<file path="config.mk">
export PLATFORM = sky130hd
export DESIGN_NAME = gpio_irq_mux
export DESIGN_NICKNAME = d
export VERILOG_FILES = /design/src/rtl/gpio_irq_mux_pkg.sv /design/src/rtl/gpio_irq_mux_regs.sv /design/src/rtl/gpio_irq_mux_filter.sv /design/src/rtl/gpio_irq_mux_chan.sv /design/src/rtl/gpio_irq_mux.sv
export SDC_FILE = /design/constraint.sdc
export NUM_CORES = 1
export LEC_CHECK = 0
export BUFFER_PORTS_ARGS = -buffer_cell sky130_fd_sc_hd__buf_2
export CORE_ASPECT_RATIO = 2
export CORE_UTILIZATION = 30
export DETAILED_ROUTE_END_ITERATION = 8
export PLACE_DENSITY_LB_ADDON = 0.05
export SYNTH_ARGS = -nofsm -noshare
export SYNTH_HDL_FRONTEND = slang
export SYNTH_SLANG_ARGS = --single-unit
</file>
<file path="constraint.sdc">
create_clock -name clk_i -period 4.9 [get_ports clk_i]
set_input_delay 0.49 -clock clk_i [delete_from_list [all_inputs] [get_ports clk_i]]
set_output_delay 0.49 -clock clk_i [all_outputs]
set_load 0.005 [all_outputs]
</file>
<file path="src/rtl/gpio_irq_mux_pkg.sv">
package gpio_irq_mux_pkg;
  localparam int NUM_CH  = 8;
  localparam int SEL_W   = 8;
  localparam int FILT_W  = 4;
  localparam int DATA_W  = 32;
  localparam int ADDR_W  = 2;
  localparam int INV_LSB = 16;

  localparam logic [ADDR_W-1:0] ADDR_CTRL   = 2'd0;
  localparam logic [ADDR_W-1:0] ADDR_SEL_LO = 2'd1;
  localparam logic [ADDR_W-1:0] ADDR_SEL_HI = 2'd2;
  localparam logic [ADDR_W-1:0] ADDR_FILT   = 2'd3;

  localparam logic [DATA_W-1:0] CTRL_MASK =
    {{(INV_LSB-NUM_CH){1'b0}}, {NUM_CH{1'b1}}, {(INV_LSB-NUM_CH){1'b0}}, {NUM_CH{1'b1}}};

  typedef struct packed {
    logic              edge_mode;
    logic              invert;
    logic [SEL_W-1:0]  sel;
    logic [FILT_W-1:0] filt;
  } chan_cfg_t;
endpackage

</file>
<file path="src/rtl/gpio_irq_mux_regs.sv">
module gpio_irq_mux_regs
  import gpio_irq_mux_pkg::*;
(
  input  logic              clk_i,
  input  logic              rst_ni,
  input  logic              wr_i,
  input  logic              rd_i,
  input  logic [ADDR_W-1:0] addr_i,
  input  logic [DATA_W-1:0] wdata_i,
  output logic [DATA_W-1:0] rdata_o,
  output chan_cfg_t         cfg_o [NUM_CH]
);
  localparam int FLD_PER_WORD = DATA_W / SEL_W;

  logic [NUM_CH-1:0] edge_q, inv_q;
  logic [DATA_W-1:0] sel_lo_q, sel_hi_q, filt_q, rdata_q, rd_mux, ctrl_word;

  always_ff @(posedge clk_i or negedge rst_ni) begin
    if (!rst_ni) begin
      edge_q   <= '0;
      inv_q    <= '0;
      sel_lo_q <= '0;
      sel_hi_q <= '0;
      filt_q   <= '0;
    end else if (wr_i) begin
      unique case (addr_i)
        ADDR_CTRL: begin
          edge_q <= wdata_i[NUM_CH-1:0];
          inv_q  <= wdata_i[INV_LSB +: NUM_CH];
        end
        ADDR_SEL_LO: sel_lo_q <= wdata_i;
        ADDR_SEL_HI: sel_hi_q <= wdata_i;
        default:     filt_q   <= wdata_i;
      endcase
    end
  end

  always_comb begin
    ctrl_word = '0;
    ctrl_word[NUM_CH-1:0]        = edge_q;
    ctrl_word[INV_LSB +: NUM_CH] = inv_q;
    unique case (addr_i)
      ADDR_CTRL:   rd_mux = ctrl_word;
      ADDR_SEL_LO: rd_mux = sel_lo_q;
      ADDR_SEL_HI: rd_mux = sel_hi_q;
      default:     rd_mux = filt_q;
    endcase
  end

  always_ff @(posedge clk_i or negedge rst_ni) begin
    if (!rst_ni)   rdata_q <= '0;
    else if (rd_i) rdata_q <= rd_mux;
  end
  assign rdata_o = rdata_q;

  for (genvar ch = 0; ch < NUM_CH; ch++) begin : g_cfg
    assign cfg_o[ch].edge_mode = edge_q[ch];
    assign cfg_o[ch].invert    = inv_q[ch];
    assign cfg_o[ch].filt      = filt_q[ch*FILT_W +: FILT_W];
    if (ch < FLD_PER_WORD) begin : g_lo
      assign cfg_o[ch].sel = sel_lo_q[(ch % FLD_PER_WORD)*SEL_W +: SEL_W];
    end else begin : g_hi
      assign cfg_o[ch].sel = sel_hi_q[(ch % FLD_PER_WORD)*SEL_W +: SEL_W];
    end
  end

  // unused control bits never appear on a control-word read
  a_r2_ctrl_unused_zero: assert property (@(posedge clk_i) disable iff (!rst_ni)
    $past(rd_i && addr_i == ADDR_CTRL) |-> ((rdata_o & ~CTRL_MASK) == '0));
endmodule

</file>
<file path="src/rtl/gpio_irq_mux_filter.sv">
module gpio_irq_mux_filter #(
  parameter int FILT_W    = 4,
  parameter int UNIT_LOG2 = 3,
  localparam int CNT_W    = FILT_W + UNIT_LOG2
) (
  input  logic              clk_i,
  input  logic              rst_ni,
  input  logic              in_i,
  input  logic [FILT_W-1:0] sel_i,
  output logic              out_o
);
  logic [CNT_W-1:0] cnt_q, cnt_inc, limit;
  logic             lvl_q;

  assign limit   = {sel_i, {UNIT_LOG2{1'b0}}};
  assign cnt_inc = cnt_q + CNT_W'(1);

  always_ff @(posedge clk_i or negedge rst_ni) begin
    if (!rst_ni) begin
      cnt_q <= '0;
      lvl_q <= 1'b0;
    end else if (sel_i == '0) begin
      cnt_q <= '0;
      lvl_q <= in_i;
    end else if (in_i == lvl_q) begin
      cnt_q <= '0;
    end else if (cnt_inc >= limit) begin
      cnt_q <= '0;
      lvl_q <= in_i;
    end else begin
      cnt_q <= cnt_inc;
    end
  end

  assign out_o = (sel_i == '0) ? in_i : lvl_q;

  // counter stays inside the window while the setting is steady
  a_r7_cnt_bound: assert property (@(posedge clk_i) disable iff (!rst_ni)
    (sel_i != '0 && $stable(sel_i)) |-> (cnt_q < limit));

  // filtered level holds when the input already agreed with it
  a_r7_hold: assert property (@(posedge clk_i) disable iff (!rst_ni)
    (sel_i != '0 && $past(sel_i) != '0 && $past(in_i) == $past(lvl_q)) |-> $stable(lvl_q));
endmodule

</file>
<file path="src/rtl/gpio_irq_mux_chan.sv">
module gpio_irq_mux_chan
  import gpio_irq_mux_pkg::*;
#(
  parameter int NUM_PADS  = 134,
  parameter int UNIT_LOG2 = 3
) (
  input  logic                clk_i,
  input  logic                rst_ni,
  input  logic [NUM_PADS-1:0] pad_i,
  input  chan_cfg_t           cfg_i,
  output logic                irq_o
);
  localparam int PAD_SPACE = 2**SEL_W;

  logic [PAD_SPACE-1:0] pad_ext;
  logic [1:0]           sync_q;
  logic                 pad_sel, inv_lvl, filt_lvl, prev_q, irq_q;

  // out-of-range indices land on zero padding
  always_comb begin
    pad_ext = '0;
    pad_ext[NUM_PADS-1:0] = pad_i;
  end
  assign pad_sel = pad_ext[cfg_i.sel];

  always_ff @(posedge clk_i or negedge rst_ni) begin
    if (!rst_ni) sync_q <= '0;
    else         sync_q <= {sync_q[0], pad_sel};
  end

  assign inv_lvl = sync_q[1] ^ cfg_i.invert;

  gpio_irq_mux_filter #(
    .FILT_W   (FILT_W),
    .UNIT_LOG2(UNIT_LOG2)
  ) u_filt (
    .clk_i (clk_i),
    .rst_ni(rst_ni),
    .in_i  (inv_lvl),
    .sel_i (cfg_i.filt),
    .out_o (filt_lvl)
  );

  always_ff @(posedge clk_i or negedge rst_ni) begin
    if (!rst_ni) begin
      prev_q <= 1'b0;
      irq_q  <= 1'b0;
    end else begin
      prev_q <= filt_lvl;
      irq_q  <= cfg_i.edge_mode ? (filt_lvl & ~prev_q) : filt_lvl;
    end
  end
  assign irq_o = irq_q;

  // an edge-mode pulse lasts exactly one cycle
  a_r6_single_pulse: assert property (@(posedge clk_i) disable iff (!rst_ni)
    (cfg_i.edge_mode && irq_q) |=> !(irq_q && cfg_i.edge_mode));

  // level mode output tracks the filtered level one cycle later
  a_r4_level_follow: assert property (@(posedge clk_i) disable iff (!rst_ni)
    !$past(cfg_i.edge_mode) |-> (irq_q == $past(filt_lvl)));

  // out-of-range index feeds zero into the synchroniser
  a_r3_range_zero: assert property (@(posedge clk_i) disable iff (!rst_ni)
    (int'(cfg_i.sel) >= NUM_PADS) |=> !sync_q[0]);
endmodule

</file>
<file path="src/rtl/gpio_irq_mux.sv">
module gpio_irq_mux
  import gpio_irq_mux_pkg::*;
#(
  parameter int NUM_PADS  = 134,
  parameter int UNIT_LOG2 = 3
) (
  input  logic                clk_i,
  input  logic                rst_ni,
  input  logic [NUM_PADS-1:0] pad_i,
  input  logic                reg_wr_i,
  input  logic                reg_rd_i,
  input  logic [1:0]          reg_addr_i,
  input  logic [31:0]         reg_wdata_i,
  output logic [31:0]         reg_rdata_o,
  output logic [7:0]          irq_o
);
  chan_cfg_t cfg [NUM_CH];

  gpio_irq_mux_regs u_regs (
    .clk_i  (clk_i),
    .rst_ni (rst_ni),
    .wr_i   (reg_wr_i),
    .rd_i   (reg_rd_i),
    .addr_i (reg_addr_i),
    .wdata_i(reg_wdata_i),
    .rdata_o(reg_rdata_o),
    .cfg_o  (cfg)
  );

  for (genvar ch = 0; ch < NUM_CH; ch++) begin : g_chan
    gpio_irq_mux_chan #(
      .NUM_PADS (NUM_PADS),
      .UNIT_LOG2(UNIT_LOG2)
    ) u_chan (
      .clk_i (clk_i),
      .rst_ni(rst_ni),
      .pad_i (pad_i),
      .cfg_i (cfg[ch]),
      .irq_o (irq_o[ch])
    );
  end
endmodule

</file>
==> results.cfg <==
[outcome]
status = finished, final reports clean

[worst_setup_path]
slowest_stage = dfrtp_2
worstPathRequired_ns = 5.31
path_cells = buf_4 > mux4_2 > a22o_1 > a221oi_1 > o22ai_1 > a211oi_1 > o31ai_1
crit_type = flip-flop to flip-flop
cp_max_fo = 23
crit_arrival_ns = 3.78
end_kind = flip-flop
cp_slowest_stage_delay_ns = 0.85
crit_path_start_kind = flip-flop

[drt]
vias = 16547
drt_pre_antenna_iters = 6
first_iter_violations = 1234
detail_route.vias_per_cell = 6.263
drcViolationCount = 0
wl_per_cell_um = 35.42
routed_wl_um = 93580
ant_nets = 0

[timing]
tns_ns = 0
slew_violations = 0
skew_ns = 0.01438
fin_crit_sh = 0.6876
maxSlewHeadroom = 0.1959
fin_crit_ns = 3.369
hold_violations = 0
rsz0062_at_grt = false
finalSetupViolCount = 0
timing.fmax_mhz = 296.8
worst_slew_pin_slew_ns = 1.173

[logic_synthesis]
async_flop_share = 1.000
synthSimpleGateAreaFrac = 0.08413
synthXorXnorAreaFrac = 0.02485
synth_fa_ha_area_frac = 0.02536
seq_area_frac_synth = 0.3043
syn_area_um2 = 19740
synth_top_family_by_area = multiplexers
ys_types = 57
avgSynthCellArea_um2 = 12.33
synth_nets = 1813
synth_compound_area_frac = 0.09566
synth-edff-count = 0
ys_ff_latch = 240
syn-instance-count = 1601
muxShareOfSynthArea = 0.4250
synth_flop_cell = dfrtp_1
yosysWarnings = 0

[grt]
grt_pass1_vias = 17072
grt_pass1_wl_um = 132000
grt_use_total = 0.2836
antenna_found_initial = 5
grt_max_degree = 115
gr-total-overflow = 0

[power]
finalPower_mw = 9.098
peakVddDrop_uv = 246.0
leakage_nw = 8.939
power-per-cell-area_nw_per_um2 = 405.2

[job]
drv_cap = 0

[final_layout]
seqCellArea_um2 = 6018
area_delta_synth_final_pct = 13.75
layout.nets = 1964
final_layout_size_suffix_gt1_frac = 0.4178
multiInputGateArea_um2 = 12940
fillers = 6484

[place]
place_congestion = 0.9858
numPortBuffers = 211
dp_hpwl_um = 69920

[die]
die_w_um = 183.4
core_area_um2 = 64910
die_h_um = 364.7
die_area_um2 = 66880
io_pins = 212
rows = 132
initial_utilization = 0.3041

[clocking]
cts_buffer_depth = 3
cts-resized-gates = 0
htreeDepth = 1
clock_latency_ns = 0.55
clk_pin_slew_ns = 0.06
cts_setup_buffers = 0
cts_tree = built
ctsHoldBuffers = 0
root_buffer = clkbuf_16
numCtsBuffers = 24
cts_num_sinks = 240

[min_path]
min_path_type = input pin to async pin
==> per-layer routing <==
metal	up-vias	GRT usage	share of wire
li1	6668	-	-
met4	6	0.2247	0.097
met1	8480	0.3134	0.35
met2	1059	0.4860	0.49
met5	-	0	0.00044
met3	334	0.04096	0.067
==> cells in the final DEF (no fill, tap or decap), types with 8 or more instances in the layout <==
master / Yosys / layout
a2111oi_0: 9 / 9
a211oi_1: 24 / 24
a21boi_0: 16 / 16
a21oi_1: 47 / 47
a221oi_1: 14 / 14
a22o_1: 10 / 10
a22oi_1: 56 / 56
and2_1: 11 / 11
buf_2: 27 / 210
buf_4: 16 / 44
clkbuf_16: 0 / 25
dfrtp_1: 240 / 230
dfrtp_2: 0 / 10
ha_1: 40 / 40
inv_1: 47 / 47
mux2_2: 164 / 164
mux2i_1: 64 / 64
mux4_2: 262 / 262
nand2_1: 41 / 41
nand2b_1: 13 / 13
nand3_1: 58 / 57
nor2_1: 91 / 91
nor2b_1: 52 / 52
nor3_1: 22 / 22
nor4_1: 11 / 11
o21a_1: 8 / 8
o21ai_0: 27 / 27
o221ai_1: 14 / 14
o22ai_1: 9 / 9
xnor2_1: 20 / 20
xor2_1: 36 / 36
==> stage by stage <==
stage          hold slack, ns  instance area (µm²)  setup slack, ns    util  cells
3_3_place_gp           0.3337                21640            1.583  0.3334   2597
4_1_cts               0.06398                22450            1.540  0.3458   2640
5_1_grt               0.06612                22450            1.347  0.3458   2640
6_report             0.005087                22450            1.531  0.3459   2642
2_1_floorplan          0.1944                19740            2.528       -   1601
3_5_place_dp           0.3347                21640            1.561  0.3334   2597
==> cell type report <==
type                            instances  area share
Multi-Input combinational cell       1182      0.5763
Sequential cell                       240      0.2681
Timing Repair Buffer                  256     0.06309
Tap cell                              871     0.04854
Clock buffer                           37     0.03299
Inverter                               48    0.008025
Clock inverter                          6    0.002787
Antenna cell                            2   0.0002229
==> critical path: cells and delay by family (launching register included) <==
kind	cells	cell delay [ns]
compound gates	5	1.35
flops	1	0.85
mux	1	0.54
buf+inv	1	0.45
==> registers in the layout, indices dropped and copies added (netlist names) <==
register,cells
g_chan.u_chan.u_filt.cnt_q,56
u_regs.filt_q,32
u_regs.rdata_o,32
u_regs.sel_hi_q,32
u_regs.sel_lo_q,32
g_chan.u_chan.sync_q,16
g_chan.u_chan.irq_o,8
g_chan.u_chan.prev_q,8
g_chan.u_chan.u_filt.lvl_q,8
u_regs.edge_q,8
u_regs.inv_q,8
==> worst paths after layout <==
kind / start / to / slack [ns] / cells after the start
hold reg to reg: g_chan[0].u_chan.sync_q[0]$_DFF_PN0_ / g_chan[0].u_chan.sync_q[1]$_DFF_PN0_ / 0.34 / 0
min in group clk_i: reg_wdata_i[0] / u_regs.sel_lo_q[0]$_DFFE_PN0P_ / 0.23 / 2
max in group asynchronous: rst_ni / u_regs.sel_hi_q[25]$_DFFE_PN0P_ / 3.82 / 2
hold / removal: rst_ni / g_chan[2].u_chan.u_filt.cnt_q[4]$_DFF_PN0_ / 0.005 / 1
setup / recovery: u_regs.sel_lo_q[24]$_DFFE_PN0P_ / g_chan[3].u_chan.sync_q[0]$_DFF_PN0_ / 1.53 / 7
setup reg to reg: u_regs.sel_lo_q[24]$_DFFE_PN0P_ / g_chan[3].u_chan.sync_q[0]$_DFF_PN0_ / 1.53 / 7
==> where the power goes <==
part | internal (mW) | switching, mW | leakage (nW)
combinational | 1.86 | 2.10 | 5.59
clock | 1.09 | 0.846 | 0.398
sequential | 2.43 | 0.762 | 2.95
==> synth_stat cells (36+ instances only) <==
cell | instances | area (µm²)
mux2i_1 | 64 | 640.6
a21oi_1 | 47 | 235.2
nand3_1 | 58 | 290.3
inv_1 | 47 | 176.4
a22oi_1 | 56 | 420.4
ha_1 | 40 | 500.5
nand2_1 | 41 | 153.9
mux2_2 | 164 | 1847
nor2_1 | 91 | 341.6
mux4_2 | 262 | 5901
dfrtp_1 | 240 | 6006
clkbuf_1 | 66 | 247.7
nor2b_1 | 52 | 325.3
xor2_1 | 36 | 315.3
==> cell families after synthesis <==
family / count (synthesis)
mux: 490
simple gates: 329
compound gates: 267
flops: 240
buf+inv: 179
xor+xnor: 56
fa+ha+maj: 40
Power figures use the tool's default switching activity.
